$ cat src/rtl/p2p_chunk_cmp.sv
module p2p_chunk_cmp #(
  parameter int ADDR_W    = 52,
  parameter int GL_W      = 6,
  parameter bit MASK_FORM = 1'b1
) (
  input  logic [ADDR_W-1:0] start_addr,
  input  logic [ADDR_W-1:0] last_addr,
  input  logic [GL_W-1:0]   gran_log,
  output logic              same_chunk
);
  // Chunk index of an address for a chunk of 2^g bytes.
  function automatic logic [ADDR_W-1:0] chunk_idx(input logic [ADDR_W-1:0] a,
                                                  input logic [GL_W-1:0] g);
    return a >> g;
  endfunction

  // Mask that clears the byte-within-chunk bits.
  function automatic logic [ADDR_W-1:0] chunk_mask(input logic [GL_W-1:0] g);
    return {ADDR_W{1'b1}} << g;
  endfunction

  generate
    if (MASK_FORM) begin : g_mask
      // One XOR and one reduce: shallower than two barrel shifters.
      always_comb same_chunk = (((start_addr ^ last_addr) & chunk_mask(gran_log)) == '0);
    end else begin : g_shift
      always_comb same_chunk = (chunk_idx(start_addr, gran_log) == chunk_idx(last_addr, gran_log));
    end
  endgenerate
endmodule

$ cat config.mk
export PLATFORM = sky130hd
export DESIGN_NAME = p2p_chunk_cmp
export DESIGN_NICKNAME = d
export VERILOG_FILES = /design/src/rtl/p2p_chunk_cmp.sv
export SDC_FILE = /design/constraint.sdc
export NUM_CORES = 1
export LEC_CHECK = 0
export BUFFER_PORTS_ARGS = -buffer_cell sky130_fd_sc_hd__buf_4
export CAP_MARGIN = 10
export CORE_MARGIN = 3
export CORE_UTILIZATION = 38
export DETAILED_ROUTE_END_ITERATION = 6
export PLACE_DENSITY = 0.83
export RECOVER_POWER = 50
export SYNTH_ARGS = -nofsm -noshare
export SYNTH_HDL_FRONTEND = slang
export SYNTH_SLANG_ARGS = --single-unit
export TNS_END_PERCENT = 1
$ cat constraint.sdc
create_clock -name vclk -period 2.38
set_clock_uncertainty 0.15 [all_clocks]
set_input_delay 0.357 -clock vclk [all_inputs]
set_output_delay 0.357 -clock vclk [all_outputs]
set_load 0.05 [all_outputs]
==> run metrics <==
sequential fraction of the synthesis area 0%; GP Congestion 0.812; IO Count 111; hold_ws 1.14 ns; Hold Crit Class input port to primary output; Initial Util 42.1%; RSZ-0062 raised after global routing true; CP endpoint same_chunk; register area 0 µm²; row cnt 18; Worst setup EP type primary output; CTS Hold Bufs 0; CP max FO 12; Startpoint Class input port; PwrDens 191 nW/µm²; DR iter-0 viols 30; Seq cells 0; Die W 60.0 µm; Post-Syn Area 1110 µm²; Layout Nets 400; worst slack at placement -0.149 ns; required time of the worst setup path 1.87 ns; Fmax 412 MHz; post-route antenna net violation count 0; Commonest cells post-synth 44 x xnor2_1, 11 x o21ai_0, 10 x a21oi_1, 9 x nor3_1; Final HPWL DP 3660 µm; area of the core 2640 µm²; Synth cell types 39; Yosys warnings 0; share of cells above drive strength 1 51.7%; Setup violations, final 1; # clk buffers 0; Max Cap Viol 0; via/cell ratio 5.35; fin crit period 2.43 ns; Fin. Hold Viols 0; syn nets 267; port bufs 111; top post-synthesis cells by area xnor2_1 35%, xor2_1 6.3%, o21ai_0 5.0%, a21oi_1 4.5%, nor3_1 4.1%; most numerous cell in the Yosys netlist xnor2_1; ant diodes 0; final period utilization 102%; critical path class input port to primary output; Max Transition Viols Final 0; non-filler instance count after layout 318; leakage power 1.03 nW; die height 60.0 µm; post-synth top area share 34.7%; status complete, but fails checks; via count 1701; Worst-Margin Slew 0.382 ns; worst vdd ir 0.000163 V; post-DR wirelength/cell 13.7 µm; DRT Pass-1 Iters 4; Synth-to-Final Area Change 101%; total routed wirelength 4350 µm; die area 3600 µm²; crit path from gran_log[3]; grt ovf 0; max_slew headroom 74.2%; Mapped Cells 157; failing checks negative setup slack; number of global-route vias before repair 1739; DRC errors left 0; placed cell count 316; initial antenna violation count 0; Mean Syn Cell Area 7.07 µm²; first-pass GRT wire length 6670 µm; setup ws final -0.0450 ns; Finished Core Util 84.7%; CP arrival 1.92 ns; total track usage 23.0%; fillers 172; Synth area leader xnor2_1; largest net degree at the start of global routing 16
per-stage QoR:
| step | setup TNS (ns) | instance area [µm²] | power (mW) |
|---|---|---|---|
| 6_report | -0.0450 | 2230 | 0.426 |
| 5_1_grt | -0.179 | 2230 | 0.461 |
| 4_1_cts | 0 | 2220 | 0.419 |
| 3_5_place_dp | -0.149 | 2130 | 0.400 |
| 3_3_place_gp | -0.108 | 2130 | 0.394 |
| 2_1_floorplan | -0.0144 | 1140 | 0.185 |
logic make-up after synthesis:
family	after synthesis	share of synthesized area, %
xor+xnor	52	41.0
fa+ha+maj	1	0.902
compound gates	52	32.1
simple gates	40	19.4
buf+inv	12	6.54
worst min path at each step:
stage | endpoint | depth (start not counted) | slack, ns | from
6_report | same_chunk | 5 | 1.14 | gran_log[5]
4_1_cts | same_chunk | 5 | 1.13 | gran_log[5]
3_3_place_gp | same_chunk | 5 | 1.15 | gran_log[5]
5_1_grt | same_chunk | 5 | 1.17 | gran_log[5]
3_5_place_dp | same_chunk | 5 | 1.17 | gran_log[5]
2_1_floorplan | same_chunk | 3 | 0.86 | gran_log[5]
per-layer routing:
| metal | global-route usage, % | up-vias | share of wire [%] |
|---|---|---|---|
| met5 | 0 | - | 0 |
| li1 | - | 847 | - |
| met2 | 47.4 | 79 | 55 |
| met3 | 1.94 | 2 | 8.8 |
| met1 | 25.2 | 773 | 35 |
| met4 | 3.16 | 0 | 0.34 |
critical path, cell delays in order:
cell and delay (ns):
buf_8 0.11, buf_4 0.15, nor2_1 0.07, o31ai_1 0.25, o21ai_0 0.13, nor3_1 0.19, o2111ai_1 0.22, nor4b_4 0.26
buf_6 0.19
cell type report:
type | count | area [µm²] | share of cell area [%]
inverter | 3 | 11.3 | 0.505
multi-input combinational | 145 | 1090 | 48.9
tap | 30 | 37.5 | 1.68
timing repair buffer | 140 | 1090 | 48.9
cells in the final DEF, fill, tap and decap left out, types with 3 or more instances in the layout:
cell,n
nor3_1,9
o21ai_0,11
a21o_1,3
nand2_1,8
a31oi_1,3
xnor2_2,3
xor2_1,8
inv_1,3
o2111ai_1,3
nand3_1,3
a21oi_1,10
buf_4,135
xnor2_1,41
nor2_1,7
power by group:
group | switching (mW) | leakage, nW | internal (mW) | total [mW]
clock network | 0 | 0 | 0 | 0
logic | 0.164 | 1.03 | 0.262 | 0.426
registers | 0 | 0 | 0 | 0
timing repair:
| action | in CTS | in global routing |
|---|---|---|
| pin swaps | 7 | 1 |
| resized for setup | 15 | 2 |
| hold endpoints to repair | 0 | 0 |
| buffers inserted | 2 | 0 |
| setup endpoints to repair | 1 | 1 |
| gates cloned | 0 | 0 |
Power figures use the tool's default switching activity.
